## src/rtl/eep_pkg.sv

```systemverilog
package eep_pkg;
  typedef enum logic [2:0] {
    ST_IDLE,
    ST_CTRL,
    ST_WADDR,
    ST_WDATA,
    ST_RDATA
  } eep_state_e;

  localparam logic [3:0] DEV_CODE = 4'b1010;
  localparam int BYTE_W = 8;
endpackage

```

## src/rtl/eep_bit_shift.sv

```systemverilog
module eep_bit_shift #(
  parameter int W = 8,
  localparam int CW = $clog2(W + 1)
) (
  input  logic          clk_i,
  input  logic          rst_ni,
  input  logic          clr_i,
  input  logic          bit_vld_i,
  input  logic          bit_i,
  output logic [CW-1:0] cnt_o,
  output logic [W-1:0]  byte_o,
  output logic          done_o,
  output logic          slot_end_o
);
  logic [CW-1:0] cnt_q;
  logic [W-1:0]  sh_q;

  always_ff @(posedge clk_i or negedge rst_ni) begin
    if (!rst_ni) begin
      cnt_q <= '0;
      sh_q  <= '0;
    end else if (clr_i) begin
      cnt_q <= '0;
    end else if (bit_vld_i) begin
      cnt_q <= (cnt_q == CW'(W)) ? '0 : CW'(cnt_q + 1'b1);
      sh_q  <= {sh_q[W-2:0], bit_i};
    end
  end

  assign cnt_o      = cnt_q;
  assign byte_o     = {sh_q[W-2:0], bit_i};
  assign done_o     = bit_vld_i && !clr_i && (cnt_q == CW'(W - 1));
  assign slot_end_o = bit_vld_i && !clr_i && (cnt_q == CW'(W));


  cnt_range_chk: assert property (@(posedge clk_i) disable iff (!rst_ni)
    cnt_q <= CW'(W));
endmodule

```

## src/rtl/eep_ptr.sv

```systemverilog
module eep_ptr #(
  parameter int AW = 9,
  parameter int PB = 3
) (
  input  logic          clk_i,
  input  logic          rst_ni,
  input  logic          blk_we_i,
  input  logic          blk_i,
  input  logic          lo_we_i,
  input  logic [AW-2:0] lo_i,
  input  logic          page_inc_i,
  input  logic          seq_inc_i,
  output logic [AW-1:0] ptr_o
);
  logic [AW-1:0] ptr_q;

  always_ff @(posedge clk_i or negedge rst_ni) begin
    if (!rst_ni) begin
      ptr_q <= '0;
    end else begin
      if (blk_we_i)   ptr_q[AW-1]   <= blk_i;
      if (lo_we_i)    ptr_q[AW-2:0] <= lo_i;
      if (page_inc_i) ptr_q[PB-1:0] <= PB'(ptr_q[PB-1:0] + 1'b1);
      if (seq_inc_i)  ptr_q         <= AW'(ptr_q + 1'b1);
    end
  end

  assign ptr_o = ptr_q;


  page_wrap_chk: assert property (@(posedge clk_i) disable iff (!rst_ni)
    page_inc_i |=> (ptr_q[AW-1:PB] == $past(ptr_q[AW-1:PB])) &&
                   (ptr_q[PB-1:0] == PB'($past(ptr_q[PB-1:0]) + 1'b1)));


  seq_wrap_chk: assert property (@(posedge clk_i) disable iff (!rst_ni)
    (seq_inc_i && (ptr_q == '1)) |=> (ptr_q == '0));
endmodule

```

## src/rtl/eep_wr_slot.sv

```systemverilog
module eep_wr_slot #(
  parameter int AW = 9,
  parameter int DW = 8
) (
  input  logic          clk_i,
  input  logic          rst_ni,
  input  logic          load_i,
  input  logic [AW-1:0] addr_i,
  input  logic [DW-1:0] data_i,
  input  logic          ready_i,
  output logic          valid_o,
  output logic [AW-1:0] addr_o,
  output logic [DW-1:0] data_o
);
  always_ff @(posedge clk_i or negedge rst_ni) begin
    if (!rst_ni) begin
      valid_o <= 1'b0;
      addr_o  <= '0;
      data_o  <= '0;
    end else if (load_i) begin
      valid_o <= 1'b1;
      addr_o  <= addr_i;
      data_o  <= data_i;
    end else if (valid_o && ready_i) begin
      valid_o <= 1'b0;
    end
  end


  hold_stable_chk: assert property (@(posedge clk_i) disable iff (!rst_ni)
    (valid_o && !ready_i) |=> valid_o && $stable(addr_o) && $stable(data_o));
endmodule

```

## src/rtl/eep_slave_ctrl.sv

```systemverilog
module eep_slave_ctrl
  import eep_pkg::*;
#(
  parameter int ADDR_W    = 9,
  parameter int PAGE_BITS = 3,
  parameter int CHIP_W    = 2
) (
  input  logic              clk_i,
  input  logic              rst_ni,
  input  logic              start_i,
  input  logic              stop_i,
  input  logic              scl_fall_i,
  input  logic              bit_vld_i,
  input  logic              bit_i,
  input  logic [CHIP_W-1:0] chip_sel_i,
  input  logic              busy_i,
  output logic              sda_low_o,
  output logic [ADDR_W-1:0] mem_addr_o,
  output logic              mem_rd_o,
  input  logic [BYTE_W-1:0] mem_rdata_i,
  output logic              wr_valid_o,
  input  logic              wr_ready_i,
  output logic [ADDR_W-1:0] wr_addr_o,
  output logic [BYTE_W-1:0] wr_data_o,
  output logic              prog_start_o
);
  localparam int CW = $clog2(BYTE_W + 1);

  eep_state_e        st_q, st_d, nxt_q, nxt_d;
  logic              ack_q, ack_d, wrote_q, wrote_d;
  logic              blk_we, lo_we, page_inc, seq_inc, slot_ld, rd_req;
  logic              rd_dly_q, sda_q, prog_q;
  logic [CW-1:0]     cnt;
  logic [BYTE_W-1:0] byte_now, tx_q;
  logic              done, slot_end;
  logic [ADDR_W-1:0] ptr;
  logic              hit, rw, blk;

  eep_bit_shift #(.W(BYTE_W)) u_shift (
    .clk_i      (clk_i),
    .rst_ni     (rst_ni),
    .clr_i      (start_i),
    .bit_vld_i  (bit_vld_i),
    .bit_i      (bit_i),
    .cnt_o      (cnt),
    .byte_o     (byte_now),
    .done_o     (done),
    .slot_end_o (slot_end)
  );

  eep_ptr #(.AW(ADDR_W), .PB(PAGE_BITS)) u_ptr (
    .clk_i      (clk_i),
    .rst_ni     (rst_ni),
    .blk_we_i   (blk_we),
    .blk_i      (blk),
    .lo_we_i    (lo_we),
    .lo_i       (byte_now[ADDR_W-2:0]),
    .page_inc_i (page_inc),
    .seq_inc_i  (seq_inc),
    .ptr_o      (ptr)
  );

  eep_wr_slot #(.AW(ADDR_W), .DW(BYTE_W)) u_slot (
    .clk_i   (clk_i),
    .rst_ni  (rst_ni),
    .load_i  (slot_ld),
    .addr_i  (ptr),
    .data_i  (byte_now),
    .ready_i (wr_ready_i),
    .valid_o (wr_valid_o),
    .addr_o  (wr_addr_o),
    .data_o  (wr_data_o)
  );

  // control byte fields: code[7:4], chip[3:2], block bit[1], direction[0]
  assign hit = (byte_now[7:4] == DEV_CODE) && (byte_now[1+CHIP_W:2] == chip_sel_i);
  assign blk = byte_now[1];
  assign rw  = byte_now[0];

  always_comb begin
    st_d     = st_q;
    nxt_d    = nxt_q;
    ack_d    = ack_q;
    wrote_d  = wrote_q;
    blk_we   = 1'b0;
    lo_we    = 1'b0;
    page_inc = 1'b0;
    seq_inc  = 1'b0;
    slot_ld  = 1'b0;
    rd_req   = 1'b0;
    if (start_i) begin
      st_d    = ST_CTRL;
      ack_d   = 1'b0;
      wrote_d = 1'b0;
    end else if (stop_i) begin
      st_d = ST_IDLE;
    end else begin
      case (st_q)
        ST_CTRL: begin
          if (done) begin
            if (hit && !busy_i) begin
              ack_d  = 1'b1;
              blk_we = 1'b1;
              rd_req = rw;
              nxt_d  = rw ? ST_RDATA : ST_WADDR;
            end else begin
              ack_d = 1'b0;
              st_d  = ST_IDLE;
            end
          end else if (slot_end) begin
            st_d = nxt_q;
          end
        end
        ST_WADDR: begin
          if (done) begin
            if (!busy_i) begin
              ack_d = 1'b1;
              lo_we = 1'b1;
              nxt_d = ST_WDATA;
            end else begin
              ack_d = 1'b0;
              st_d  = ST_IDLE;
            end
          end else if (slot_end) begin
            st_d = nxt_q;
          end
        end
        ST_WDATA: begin
          if (done) begin
            if (!busy_i && !wr_valid_o) begin
              ack_d    = 1'b1;
              slot_ld  = 1'b1;
              page_inc = 1'b1;
              wrote_d  = 1'b1;
            end else begin
              ack_d = 1'b0;
            end
          end
        end
        ST_RDATA: begin
          if (slot_end) begin
            if (!bit_i) begin
              seq_inc = 1'b1;
              rd_req  = 1'b1;
            end else begin
              st_d = ST_IDLE;
            end
          end
        end
        default: ;
      endcase
    end
  end

  always_ff @(posedge clk_i or negedge rst_ni) begin
    if (!rst_ni) begin
      st_q     <= ST_IDLE;
      nxt_q    <= ST_IDLE;
      ack_q    <= 1'b0;
      wrote_q  <= 1'b0;
      mem_rd_o <= 1'b0;
      rd_dly_q <= 1'b0;
      prog_q   <= 1'b0;
    end else begin
      st_q     <= st_d;
      nxt_q    <= nxt_d;
      ack_q    <= ack_d;
      wrote_q  <= wrote_d;
      mem_rd_o <= rd_req;
      rd_dly_q <= mem_rd_o;
      prog_q   <= stop_i && !start_i && (st_q == ST_WDATA) && wrote_q;
    end
  end

  // SDA drive: updated only on falling SCL strobes, cleared by START/STOP
  always_ff @(posedge clk_i or negedge rst_ni) begin
    if (!rst_ni) begin
      sda_q <= 1'b0;
      tx_q  <= '0;
    end else if (start_i || stop_i) begin
      sda_q <= 1'b0;
    end else if (rd_dly_q) begin
      tx_q <= mem_rdata_i;
    end else if (scl_fall_i) begin
      case (st_q)
        ST_RDATA: begin
          if (cnt < CW'(BYTE_W)) begin
            sda_q <= ~tx_q[BYTE_W-1];
            tx_q  <= {tx_q[BYTE_W-2:0], 1'b0};
          end else begin
            sda_q <= 1'b0;
          end
        end
        ST_CTRL, ST_WADDR, ST_WDATA: sda_q <= (cnt == CW'(BYTE_W)) && ack_q;
        default: sda_q <= 1'b0;
      endcase
    end
  end

  assign sda_low_o    = sda_q;
  assign mem_addr_o   = ptr;
  assign prog_start_o = prog_q;


  idle_quiet_chk: assert property (@(posedge clk_i) disable iff (!rst_ni)
    (st_q == ST_IDLE) |-> !sda_low_o);


  recv_release_chk: assert property (@(posedge clk_i) disable iff (!rst_ni)
    ((st_q inside {ST_CTRL, ST_WADDR, ST_WDATA}) && (cnt >= CW'(1)) &&
     (cnt <= CW'(BYTE_W - 1))) |-> !sda_low_o);


  busy_no_ack_chk: assert property (@(posedge clk_i) disable iff (!rst_ni)
    (done && busy_i && !start_i && !stop_i &&
     (st_q inside {ST_CTRL, ST_WADDR, ST_WDATA})) |=> !ack_q);


  prog_after_stop_chk: assert property (@(posedge clk_i) disable iff (!rst_ni)
    prog_start_o |-> $past(stop_i));


  rd_pulse_chk: assert property (@(posedge clk_i) disable iff (!rst_ni)
    mem_rd_o |=> !mem_rd_o);
endmodule

```

## config.mk

```make
export PLATFORM = sky130hd
export DESIGN_NAME = eep_slave_ctrl
export DESIGN_NICKNAME = d
export VERILOG_FILES = /design/src/rtl/eep_pkg.sv /design/src/rtl/eep_bit_shift.sv /design/src/rtl/eep_ptr.sv /design/src/rtl/eep_wr_slot.sv /design/src/rtl/eep_slave_ctrl.sv
export SDC_FILE = /design/constraint.sdc
export NUM_CORES = 1
export LEC_CHECK = 0
export BUFFER_PORTS_ARGS = -buffer_cell sky130_fd_sc_hd__buf_4
export CAP_MARGIN = 20
export CORE_MARGIN = 2
export CORE_UTILIZATION = 56
export DETAILED_ROUTE_END_ITERATION = 7
export GPL_ROUTABILITY_DRIVEN = 0
export PLACE_DENSITY = 0.84
export SYNTH_ARGS = -nofsm -noshare
export SYNTH_HDL_FRONTEND = slang
export SYNTH_SLANG_ARGS = --single-unit
```

## constraint.sdc

```tcl
create_clock -name clk_i -period 2.4 [get_ports clk_i]
set_clock_uncertainty 0.1 [all_clocks]
set_input_delay 0.12 -clock clk_i [delete_from_list [all_inputs] [get_ports clk_i]]
set_output_delay 0.12 -clock clk_i [all_outputs]
set_load 0.005 [all_outputs]
```

==> results of run 1 <==
## logic make-up (layout without fill, tap and decap cells)
kind of cell / count (synthesis) / after routing / synth area share, %
flip-flops: 58 / 58 / 50.26
adder cells (fa/ha/maj): 3 / 3 / 1.300
XOR/XNOR: 2 / 2 / 0.6067
buffers and inverters: 32 / 104 / 4.939
AND/OR/NAND/NOR: 148 / 148 / 25.43
AO/OA/AOI/OAI: 62 / 62 / 13.26
multiplexers: 12 / 12 / 4.203
## synth_stat cells (all sizes together), types with 2 or more instances
cell	number	area, um2
nand3b	2	15.01
nor4	5	67.56
and3b	2	17.52
dfrtp	58	1451
clkbuf	11	42.54
a21oi	23	118.9
or3	2	12.51
nor4b	2	17.52
ha	3	37.54
nand4	6	37.54
xnor2	2	17.52
or2	4	25.02
a311oi	2	17.52
mux2i	11	110.1
inv	15	56.30
a221oi	2	23.77
or3b	2	20.02
o22ai	2	12.51
nor2	23	86.33
nor2b	6	37.54
nand2	72	270.3
nand3	8	40.04
o21ai	20	100.1
o32ai	4	35.03
or4	2	18.77
buf	6	43.79
nand2b	2	12.51
nor3	8	40.04
## path summary, 6_finish.rpt
check / from / end / slack, ns / depth (start not counted)
max: start_i / u_ptr.ptr_o[8]$_DFFE_PN0P_ / 0.13 / 7
min reg2reg: mem_rd_o$_DFF_PN0_ / rd_dly_q$_DFF_PN0_ / 0.28 / 0
min in group asynchronous: rst_ni / u_shift.cnt_o[2]$_DFFE_PN0P_ / 0.28 / 2
max in group asynchronous: rst_ni / nxt_q[2]$_DFFE_PN0P_ / 1.43 / 2
min: mem_rdata_i[1] / tx_q[1]$_DFFE_PN0P_ / 0.009 / 3
max reg2reg: st_q[2]$_DFFE_PN0P_ / u_ptr.ptr_o[8]$_DFFE_PN0P_ / 0.13 / 5
## cell type report
class / count / area share, %
tap: 70 / 2.374
timing repair buffer: 73 / 15.74
clock buffer: 11 / 3.833
inverter: 15 / 1.526
multi-input combinational: 227 / 35.07
sequential: 58 / 39.35
clock inverter: 5 / 2.103
## critical path, stage by stage
cell and delay, ns:
dlygate4sd3_1 0.54, buf_4 0.18, or3_1 0.45, or4_4 0.55
nor4_4 0.30, nor3_1 0.09, a221oi_2 0.19
## stage by stage
step                cell area (um2)  instances  utilization, %
floorplan                      2888        317               -
global placement               3339        430           66.23
detailed placement             3339        430           66.23
CTS                            3689        459           73.15
global route                   3689        459           73.15
finish                         3689        459           73.15
## power groups by stage
stage / Clock (mW) / Sequential [mW] / Combinational, mW
2_1_floorplan: 0 / 1.06 / 0.0937
3_3_place_gp: 0 / 1.07 / 0.162
3_5_place_dp: 0 / 1.08 / 0.167
4_1_cts: 1.01 / 1.06 / 0.185
6_report: 1.00 / 1.06 / 0.184
5_1_grt: 1.05 / 1.06 / 0.208
## cells in the final DEF, fill, tap and decap left out, types with 3 or more instances in the layout
cell	Yosys	layout
mux2i_1	11	11
inv_1	15	15
nor2_1	23	23
o32ai_1	4	4
nand4_1	6	6
clkbuf_8	0	10
dfrtp_1	58	58
or2_2	4	4
o21ai_1	3	3
nor3_1	8	8
buf_4	1	60
ha_1	3	3
nor2b_1	6	6
a21oi_1	22	22
o21ai_0	17	17
nand2_1	72	72
nand3_1	8	8
dlygate4sd3_1	0	13
## per-layer routing
| metal | part of all wire [%] | global-route usage [%] | vias to the layer above |
|---|---|---|---|
| met5 | 0 | 0 | - |
| met4 | 1.8 | 13.84 | 0 |
| met3 | 6.1 | 5.423 | 14 |
| met2 | 48 | 39.27 | 100 |
| met1 | 45 | 33.22 | 1188 |
| li1 | - | - | 1232 |
## state kept, by name, summed over array words and instances, names as in the netlist, 3 cells and up
name,cells
tx_q,8
u_shift.cnt_o,4
u_shift.sh_q,7
nxt_q,3
u_slot.addr_o,9
u_ptr.ptr_o,9
st_q,3
u_slot.data_o,8
==> summary.md, run 1 <==
| Metric | Value |
|---|---|
| P&R area growth vs syn | `27.73%` |
| Hold-fix buffers, CTS | `13` |
| Setup Total Neg Slack | `0 ns` |
| Slew Limit Fails | `0` |
| Power Density | `609.6 nW/um2` |
| Yosys reg bits | `58` |
| Total Nets Final | `406` |
| Tmin final | `2.273 ns` |
| Fraction of layout cells with a size suffix above 1 | `22.37%` |
| First-pass GRT wire length | `~11,000 um` |
| Routed Antenna Nets | `0` |
| Post-CTS sizing | `0` |
| Via count | `2,534` |
| Vias/cell | `5.521` |
| Part of the power in the clock network | `44.7%` |
| Hold_ws | `0.008626 ns` |
| Num CTS Buffers | `9` |
| DR WL/cell | `14.72 um` |
| Sink Count | `58` |
| Initial antenna violation count | `0` |
| Fin worst setup slack | `0.1265 ns` |
| Final Cycle Share | `around 95%` |
| Register area | `1451 um2` |
| Yosys cell types | `51` |
| Combinational share of power | `8.2%` |
| Setup violators final | `0` |
| Post-CTS Setup Repair Bufs | `0` |
| Max FO, Critical Path | `13` |
| Ports | `49` |
| Worst-skew pair later-pin latency | `about 0.34 ns` |
| DRT iter0 DRCs | `214` |
| Slew HR | `around half` |
| Leak | `1.788 nW` |
| # DRC | `0` |
| PortBufs | `48` |
| Net Sw Power | `539.5 uW` |
| Number of synthesized flops with an enable pin | `0` |
| Die ar. | `5747 um2` |
| Multi-input logic area | `1294 um2` |
| CTS clk-pin slew, worst paths | `0.07 ns` |
| Sequential share of power | `47.2%` |
| Die X | `75.81 um` |
| Clock tree buffer depth | `2` |
| Number of global-route vias before repair | `2,365` |
| Hold Vio Cnt, Final | `0` |
| Initial core utilization | `57.27%` |
| Core area | `5042 um2` |
| Dpl hpwl | `around 4600 um` |
| Critical path class | `input port to flip-flop` |
| Slew @ Worst Pin | `0.7351 ns` |
| Max VDD drop | `400.2 uV` |
| H-Tree Level Count | `3` |
| Seq/Total Area, Yosys | `50.26%` |
| Switching Fraction | `24.00%` |
| Die H | `75.81 um` |
| Post-Route WL | `6756 um` |
| GR Util All Layers | `25.36%` |
| Tot Pwr | `2.248 mW` |
| Antenna cells | `0` |
| Yosys warning total | `0` |
| Outcome | `finished, final reports clean` |
| Root Driver | `clkbuf_8` |
| Detailed Routing Iterations Pass 1 | `4` |
| GR Overflow Total | `0` |
| Largest net degree at the start of global routing | `59` |
| Max-cap violations | `0` |
| CP endpoint kind | `flip-flop` |
| Syn nets | `339` |
| Cells after synthesis | `317` |
| Primary FF master, synth | `dfrtp_1` |
| Unrepaired setup endpoints after global routing | `false` |
| Critical Path RT | `2.55 ns` |
| Pre-CTS WS | `between 0.15 and 0.2 ns` |
| Worst Setup Start Kind | `input port` |
| CP arrival | `2.42 ns` |
| Int Power | `1.709 mW` |
| Rows | `26` |
| FMAX | `0.4399 GHz` |
| Mapped Area | `2888 um2` |
| FILL cells | `about 380` |
| Hold Path Class | `input port to flip-flop` |
| Syn Area/Cell | `9.110 um2` |
| CTS tree | `done` |
| Asr flop ratio synth | `100.0%` |
No activity file was read; power rests on OpenSTA's default activity.
==> run 2: changes to the inputs <==
--- a/config.mk
+++ b/config.mk
@@ -11,7 +11,8 @@
 export CORE_UTILIZATION = 56
 export DETAILED_ROUTE_END_ITERATION = 7
 export GPL_ROUTABILITY_DRIVEN = 0
-export PLACE_DENSITY = 0.84
+export MAX_ROUTING_LAYER = met4
+export PLACE_DENSITY = 0.86
 export SYNTH_ARGS = -nofsm -noshare
 export SYNTH_HDL_FRONTEND = slang
 export SYNTH_SLANG_ARGS = --single-unit
==> summary.md, run 2 (synthesis gave the netlist of run 1 again) <==
| Metric | Value |
|---|---|
| Part of the power in the clock network | `45.9% (was 44.7%)` |
| Critical path class | `input port to flip-flop (unchanged)` |
| Sequential share of power | `46.2% (was 47.2%)` |
| Largest net degree at the start of global routing | `59 (unchanged)` |
| Met2 routed WL | `3158 um (was 3219 um)` |
| Initial core utilization | `57.27% (unchanged)` |
| Leak | `1.795 nW (was 1.788 nW)` |
| Worst Setup Start Kind | `input port (unchanged)` |
| DR WL/cell | `14.72 um (about the same)` |
| Detailed Routing Iterations Pass 1 | `4 (unchanged)` |
| Rows | `26 (unchanged)` |
| Dpl hpwl | `4517 um (was 4635 um)` |
| Total Nets Final | `406 (unchanged)` |
| Hold-fix buffers, CTS | `13 (unchanged)` |
| Sink Count | `58 (unchanged)` |
| Number of global-route vias before repair | `2,219 (was 2,365)` |
| H-Tree Level Count | `3 (unchanged)` |
| Die H | `75.81 um (unchanged)` |
| Outcome | `finished, final reports clean (unchanged)` |
| GR Util All Layers | `26.33% (was 25.36%)` |
| Slew Limit Fails | `0 (unchanged)` |
| Switching Fraction | `23.05% (was 24.00%)` |
| Unrepaired setup endpoints after global routing | `false (unchanged)` |
| Max-cap violations | `0 (unchanged)` |
| Final core occ | `73.52% (was 73.15%)` |
| Placed Instance Area | `3339 um2 (unchanged)` |
| Fraction of layout cells with a size suffix above 1 | `22.62% (was 22.37%)` |
| PortBufs | `48 (unchanged)` |
| Routed Antenna Nets | `0 (unchanged)` |
| Root Driver | `clkbuf_8 (unchanged)` |
| Setup Total Neg Slack | `0 ns (unchanged)` |
| Critical Path RT | `2.52 ns (was 2.55 ns)` |
| Vias/cell | `5.551 (was 5.521)` |
| Initial antenna violation count | `0 (unchanged)` |
| CP endpoint kind | `flip-flop (unchanged)` |
| Commonest cells after routing, fill and taps aside | `72 x nand2_1, 60 x buf_4, 58 x dfrtp_1 (unchanged)` |
| GR Overflow Total | `0 (unchanged)` |
| Final Cycle Share | `95.06% (was 94.73%)` |
| Setup violators final | `0 (unchanged)` |
| P&R area growth vs syn | `28.38% (was 27.73%)` |
| Tmin final | `2.281 ns (was 2.273 ns)` |
| Die X | `75.81 um (unchanged)` |
| CTS tree | `done (unchanged)` |
| CTS clk-pin slew, worst paths | `0.06 ns (was 0.07 ns)` |
| Wl on met1 | `3040 um (was 3007 um)` |
| Max VDD drop | `403.3 uV (was 400.2 uV)` |
| Slew HR | `52.80% (was 50.99%)` |
| Post-Route WL | `6755 um (was 6756 um)` |
| Final Cell Area | `3707 um2 (was 3689 um2)` |
| Ports | `49 (unchanged)` |
| Max FO, Critical Path | `13 (unchanged)` |
| Post-CTS sizing | `0 (unchanged)` |
| Clock tree buffer depth | `2 (unchanged)` |
| Most common cell after layout, fill and taps aside | `nand2_1 (unchanged)` |
| Hold_ws | `0.04739 ns (was 0.008626 ns)` |
| Slew @ Worst Pin | `0.7080 ns (was 0.7351 ns)` |
| Net Sw Power | `528.9 uW (was 539.5 uW)` |
| # DRC | `0 (unchanged)` |
| WL met3 | `427 um (was 409 um)` |
| Combinational share of power | `8.0% (was 8.2%)` |
| Core area | `5042 um2 (unchanged)` |
| Worst-skew pair later-pin latency | `0.34 ns (about the same)` |
| Hold Path Class | `input port to flip-flop (unchanged)` |
| Antenna cells | `0 (unchanged)` |
| Hold Vio Cnt, Final | `0 (unchanged)` |
| Die ar. | `5747 um2 (unchanged)` |
| DRT iter0 DRCs | `206 (was 214)` |
| Highest metal used | `met4 (unchanged)` |
| Int Power | `1.766 mW (was 1.709 mW)` |
| First-pass GRT wire length | `10,670 um (unchanged)` |
| Power Density | `618.9 nW/um2 (was 609.6 nW/um2)` |
| Num CTS Buffers | `9 (unchanged)` |
| FMAX | `0.4383 GHz (was 0.4399 GHz)` |
| Via count | `2,548 (was 2,534)` |
| Post-CTS Setup Repair Bufs | `0 (unchanged)` |
| CP arrival | `2.40 ns (was 2.42 ns)` |
==> run 2: cell type report <==
| type | count | area [um2] |
|---|---|---|
| flip-flops and latches | 58 | 1451 |
| fillers | 362 | 1335 |
| well taps | 70 | 87.58 |
| multi-input cells | 227 | 1294 |
| inverters | 15 | 56.30 |
| repair buffers | 73 | 580.6 |
| clock inverters | 4 | 72.57 |
| clock buffers | 12 | 165.2 |
==> run 2: power by group through the flow <==
| stage | Sequential [mW] | Clock, mW | Combinational, mW |
|---|---|---|---|
| 6_report | 1.06 | 1.05 | 0.183 |
| 3_3_place_gp | 1.07 | 0 | 0.160 |
| 2_1_floorplan | 1.06 | 0 | 0.0937 |
| 3_5_place_dp | 1.08 | 0 | 0.164 |
| 5_1_grt | 1.06 | 1.11 | 0.205 |
| 4_1_cts | 1.06 | 1.07 | 0.182 |
==> run 2: worst max-delay path, stage by stage <==
cell           delay [ns]
dlygate4sd3_1        0.53
buf_4                0.18
or3_1                0.45
or4_1                0.71
o32ai_1              0.34
nor2_1               0.07
==> run 2: final timing paths <==
kind / start / to / slack, ns / cells past startpoint
max reg2reg: st_q[2]$_DFFE_PN0P_ / tx_q[1]$_DFFE_PN0P_ / 0.15 / 7
min reg2reg: mem_rd_o$_DFF_PN0_ / rd_dly_q$_DFF_PN0_ / 0.32 / 0
max in group asynchronous: rst_ni / u_slot.addr_o[4]$_DFFE_PN0P_ / 1.46 / 2
min: mem_rdata_i[1] / tx_q[1]$_DFFE_PN0P_ / 0.05 / 3
max: start_i / u_ptr.ptr_o[7]$_DFFE_PN0P_ / 0.12 / 6
min in group asynchronous: rst_ni / u_shift.cnt_o[1]$_DFFE_PN0P_ / 0.28 / 2
==> run 2: through the flow <==
| step | setup WS [ns] | cells | total power, mW |
|---|---|---|---|
| 4_1_cts | 0.1289 | 459 | 2.306 |
| 3_3_place_gp | 0.3016 | 430 | 1.234 |
| 2_1_floorplan | 0.1968 | 317 | 1.153 |
| 3_5_place_dp | 0.2439 | 430 | 1.240 |
| 6_report | 0.1186 | 459 | 2.294 |
| 5_1_grt | 0.007467 | 459 | 2.382 |
==> run 2: routing by layer <==
metal  vias to the layer above  track usage (%)
met5                         -                -
met1                      1204            35.04
met4                         0            10.72
li1                       1230                -
met2                        98            38.12
met3                        16            7.143
==> run 3: changes to the inputs <==
--- a/config.mk
+++ b/config.mk
@@ -5,6 +5,7 @@
 export SDC_FILE = /design/constraint.sdc
 export NUM_CORES = 1
 export LEC_CHECK = 0
+export ABC_AREA = 1
 export BUFFER_PORTS_ARGS = -buffer_cell sky130_fd_sc_hd__buf_4
 export CAP_MARGIN = 20
 export CORE_MARGIN = 2
@@ -12,7 +13,7 @@
 export DETAILED_ROUTE_END_ITERATION = 7
 export GPL_ROUTABILITY_DRIVEN = 0
 export MAX_ROUTING_LAYER = met4
-export PLACE_DENSITY = 0.86
+export PLACE_DENSITY = 0.85
 export SYNTH_ARGS = -nofsm -noshare
 export SYNTH_HDL_FRONTEND = slang
 export SYNTH_SLANG_ARGS = --single-unit
==> summary.md, run 3 <==
| Metric | Value |
|---|---|
| Outcome | `finished, final reports clean (unchanged)` |
| Reg2Reg Capture Point | `st_q[0]$_DFFE_PN0P_ (was tx_q[1]$_DFFE_PN0P_)` |
| Yosys warning total | `0 (unchanged)` |
| Die ar. | `5894 um2 (was 5747 um2)` |
| Slew @ Worst Pin | `0.7164 ns (was 0.7080 ns)` |
| Commonest cells after routing, fill and taps aside | `89 x nand2_1, 58 x dfrtp_1, 49 x buf_4 (was 72 x nand2_1, 60 x buf_4, 58 x dfrtp_1)` |
| Area share of the largest cell type after synthesis | `48.95% (was 50.26%)` |
| Critical Path Stages | `10 (was 6)` |
| Max-cap violations | `0 (unchanged)` |
| Hold Vio Cnt, Final | `0 (unchanged)` |
| Syn nets | `378 (was 339)` |
| Total Nets Final | `436 (was 406)` |
| Post-CTS sizing | `0 (unchanged)` |
| Fraction of layout cells with a size suffix above 1 | `21.00% (was 22.62%)` |
| Asr flop ratio synth | `100.0% (unchanged)` |
| Cells after synthesis | `356 (was 317)` |
| CTS clk-pin slew, worst paths | `0.06 ns (about the same)` |
| Crit path from | `u_shift.cnt_o[0]$_DFFE_PN0P_ (was start_i)` |
| PortBufs | `48 (unchanged)` |
| Final Cycle Share | `82.70% (was 95.06%)` |
| DRT iter0 DRCs | `137 (was 206)` |
| Die X | `76.77 um (was 75.81 um)` |
| Hold Path Class | `input port to flip-flop (unchanged)` |
| Ports | `49 (unchanged)` |
| Post-CTS Setup Repair Bufs | `0 (unchanged)` |
| Synth top area cells | `dfrtp_1 49%, nand2_1 11%, inv_1 5.8%, o21ai_0 5.4%, nor2_1 3.9% (was dfrtp_1 50%, nand2_1 9.4%, a21oi_1 3.8%, mux2i_1 3.8%, nor2_1 3.0%)` |
| Rows | `26 (unchanged)` |
| Initial antenna violation count | `0 (unchanged)` |
| CP dominant cell by count | `nand2_1` |
| Mapped Area | `2965 um2 (was 2888 um2)` |
| Dominant cell type by area after synthesis | `dfrtp_1 (unchanged)` |
| Sink Count | `58 (unchanged)` |
| Most common cell after layout, fill and taps aside | `nand2_1 (unchanged)` |
| CP arrival | `2.12 ns (was 2.40 ns)` |
| GR Overflow Total | `0 (unchanged)` |
| P&R area growth vs syn | `23.00% (was 28.38%)` |
| Worst Setup Start Kind | `flip-flop (was input port)` |
| Worst-path cell chain | `ha_1, nand3_1, nor2_4, nand3_1, nand2_1, inv_1, nand2_2, nand2_2, nand2_1, nand2_1 (was dlygate4sd3_1, buf_4, or3_1, or4_1, o32ai_1, nor2_1)` |
| Reg2Reg Setup Slack | `0.42 ns (was 0.15 ns)` |
| GR Util All Layers | `23.55% (was 26.33%)` |
| Antenna cells | `0 (unchanged)` |
| Highest-delay cell along the critical path | `dfrtp_1 (was or4_1)` |
| Leak | `1.832 nW (was 1.795 nW)` |
| Worst-skew pair later-pin latency | `0.34 ns (about the same)` |
| Critical path class | `flip-flop to flip-flop (was input port to flip-flop)` |
| H-Tree Level Count | `3 (unchanged)` |
| Largest net degree at the start of global routing | `59 (unchanged)` |
| Number of global-route vias before repair | `2,382 (was 2,219)` |
| Slew Limit Fails | `0 (unchanged)` |
| Vias/cell | `5.215 (was 5.551)` |
| Worst Reg-to-Reg Cells | `10 (was 7)` |
| Yosys cell types | `35 (was 51)` |
| Fin worst setup slack | `0.4151 ns (was 0.1186 ns)` |
| Most common cell in the netlist | `nand2_1 (unchanged)` |
| Tmin final | `1.985 ns (was 2.281 ns)` |
| FMAX | `0.5038 GHz (was 0.4383 GHz)` |
| Yosys reg bits | `58 (unchanged)` |
| Power Density | `604.1 nW/um2 (was 618.9 nW/um2)` |
| # DRC | `0 (unchanged)` |
| Detailed Routing Iterations Pass 1 | `4 (unchanged)` |
| First-pass GRT wire length | `10,710 um (was 10,670 um)` |
| Dpl hpwl | `4376 um (was 4517 um)` |
| Core area | `5107 um2 (was 5042 um2)` |
| Hold depth | `4 (was 3)` |
| Primary FF master, synth | `dfrtp_1 (unchanged)` |
| Slowest stage delay, CP | `0.40 ns (was 0.71 ns)` |
| Seq/Total Area, Yosys | `48.95% (was 50.26%)` |
| Worst setup path end | `st_q[0]$_DFFE_PN0P_ (was u_ptr.ptr_o[7]$_DFFE_PN0P_)` |
| Setup Total Neg Slack | `0 ns (unchanged)` |
| Post-Route WL | `6230 um (was 6755 um)` |
| Max FO, Critical Path | `11 (was 13)` |
| Routed Antenna Nets | `0 (unchanged)` |
| Bufs and invs on worst path | `1 (was 2)` |
| Number of synthesized flops with an enable pin | `0 (unchanged)` |
| Via count | `2,550 (was 2,548)` |
| Initial core utilization | `58.06% (was 57.27%)` |
| Root Driver | `clkbuf_8 (unchanged)` |
| Hold-fix buffers, CTS | `8 (was 13)` |
| Setup violators final | `0 (unchanged)` |
| CP endpoint kind | `flip-flop (unchanged)` |
| Critical Path RT | `2.53 ns (was 2.52 ns)` |
| Unrepaired setup endpoints after global routing | `false (unchanged)` |
| Final core occ | `71.41% (was 73.52%)` |
| Max VDD drop | `427.2 uV (was 403.3 uV)` |
| CTS tree | `done (unchanged)` |
| Num CTS Buffers | `9 (unchanged)` |
| Slew HR | `52.24% (was 52.80%)` |
| CP top delay family | `simple AND/OR/NAND/NOR gates (unchanged)` |
| Worst r2r src | `u_shift.cnt_o[0]$_DFFE_PN0P_ (was st_q[2]$_DFFE_PN0P_)` |
| Pre-CTS WS | `0.4454 ns (was 0.2439 ns)` |
| Die H | `76.77 um (was 75.81 um)` |
| Syn Area/Cell | `8.330 um2 (was 9.110 um2)` |
| Top cells by count, synth | `89 x nand2_1, 58 x dfrtp_1, 46 x inv_1, 32 x o21ai_0, 31 x nor2_1 (was 72 x nand2_1, 58 x dfrtp_1, 23 x nor2_1, 22 x a21oi_1, 17 x o21ai_0)` |
| DR WL/cell | `12.74 um (was 14.72 um)` |
| Clock tree buffer depth | `2 (unchanged)` |
[run 3: cell count changes in the layout (fill, tap and decap cells not counted), moves of 7 or more]
cell,change
buf_4,-11
o21ai_2,+7
a21oi_1,-18
nor2_1,+8
nand3_1,+12
nand2_1,+17
o21ai_0,+15
inv_1,+31
[run 3: routing by layer]
metal | GRT usage (%) | wire [um] | up-vias
li1 | - | - | 1267
met1 | 28.83 | 2653 | 1190
met2 | 37.72 | 3081 | 79
met3 | 4.471 | 353 | 14
met4 | 11.45 | 142 | 0
met5 | - | 0 | -
[run 3: cells by family (layout without fill, tap and decap cells)]
group	Yosys count	in the layout	share of synthesized area, %
flops	58	58	48.95
mux	10	10	3.502
fa+ha+maj	3	3	1.266
xor+xnor	5	5	1.477
buf+inv	58	121	8.692
compound gates	56	56	10.63
simple gates	166	166	25.49
[run 3: power by group]
part | total (mW) | internal (mW) | switching, mW
Combinational | 0.177 | 0.0640 | 0.113
Sequential | 1.03 | 1.01 | 0.0268
Clock | 0.992 | 0.609 | 0.383
[run 3: worst register-to-register path, cell delays in order, from the launching register on]
cell     delay (ns)
dfrtp_1        0.40
ha_1           0.21
nand3_1        0.13
nor2_4         0.27
nand3_1        0.27
nand2_1        0.13
inv_1          0.05
nand2_2        0.11
nand2_2        0.08
nand2_1        0.07
nand2_1        0.05
[run 3: how the worst min path moves through the flow]
stage                          from                      endpoint  slack (ns)
after global routing          bit_i            mem_rd_o$_DFF_PN0_        0.03
after floorplan              rst_ni             ack_q$_DFFE_PN0P_       -0.28
final                     bit_vld_i  u_shift.cnt_o[2]$_DFFE_PN0P_       0.007
after CTS                 bit_vld_i  u_shift.cnt_o[2]$_DFFE_PN0P_       0.005
after global placement       rst_ni  u_slot.data_o[2]$_DFFE_PN0P_        0.12
after detailed placement     rst_ni  u_slot.data_o[2]$_DFFE_PN0P_        0.12
[run 3: final cells by class]
class / instances / area, um2
fillers: 398 / 1460
clock inverters: 5 / 77.57
clock buffers: 11 / 141.4
flip-flops and latches: 58 / 1451
inverters: 48 / 185.2
multi-input cells: 240 / 1256
well taps: 70 / 87.58
repair buffers: 57 / 447.9
[run 3: per-stage QoR]
stage                     std cells  cell area (um2)  hold slack (ns)  power [mW]
after global routing            489             3647          0.02788       2.288
after detailed placement        465             3348           0.1217       1.217
after floorplan                 356             2965          -0.2756       1.143
final                           489             3647         0.006740       2.203
after global placement          465             3348           0.1208       1.211
after CTS                       489             3647         0.004726       2.221
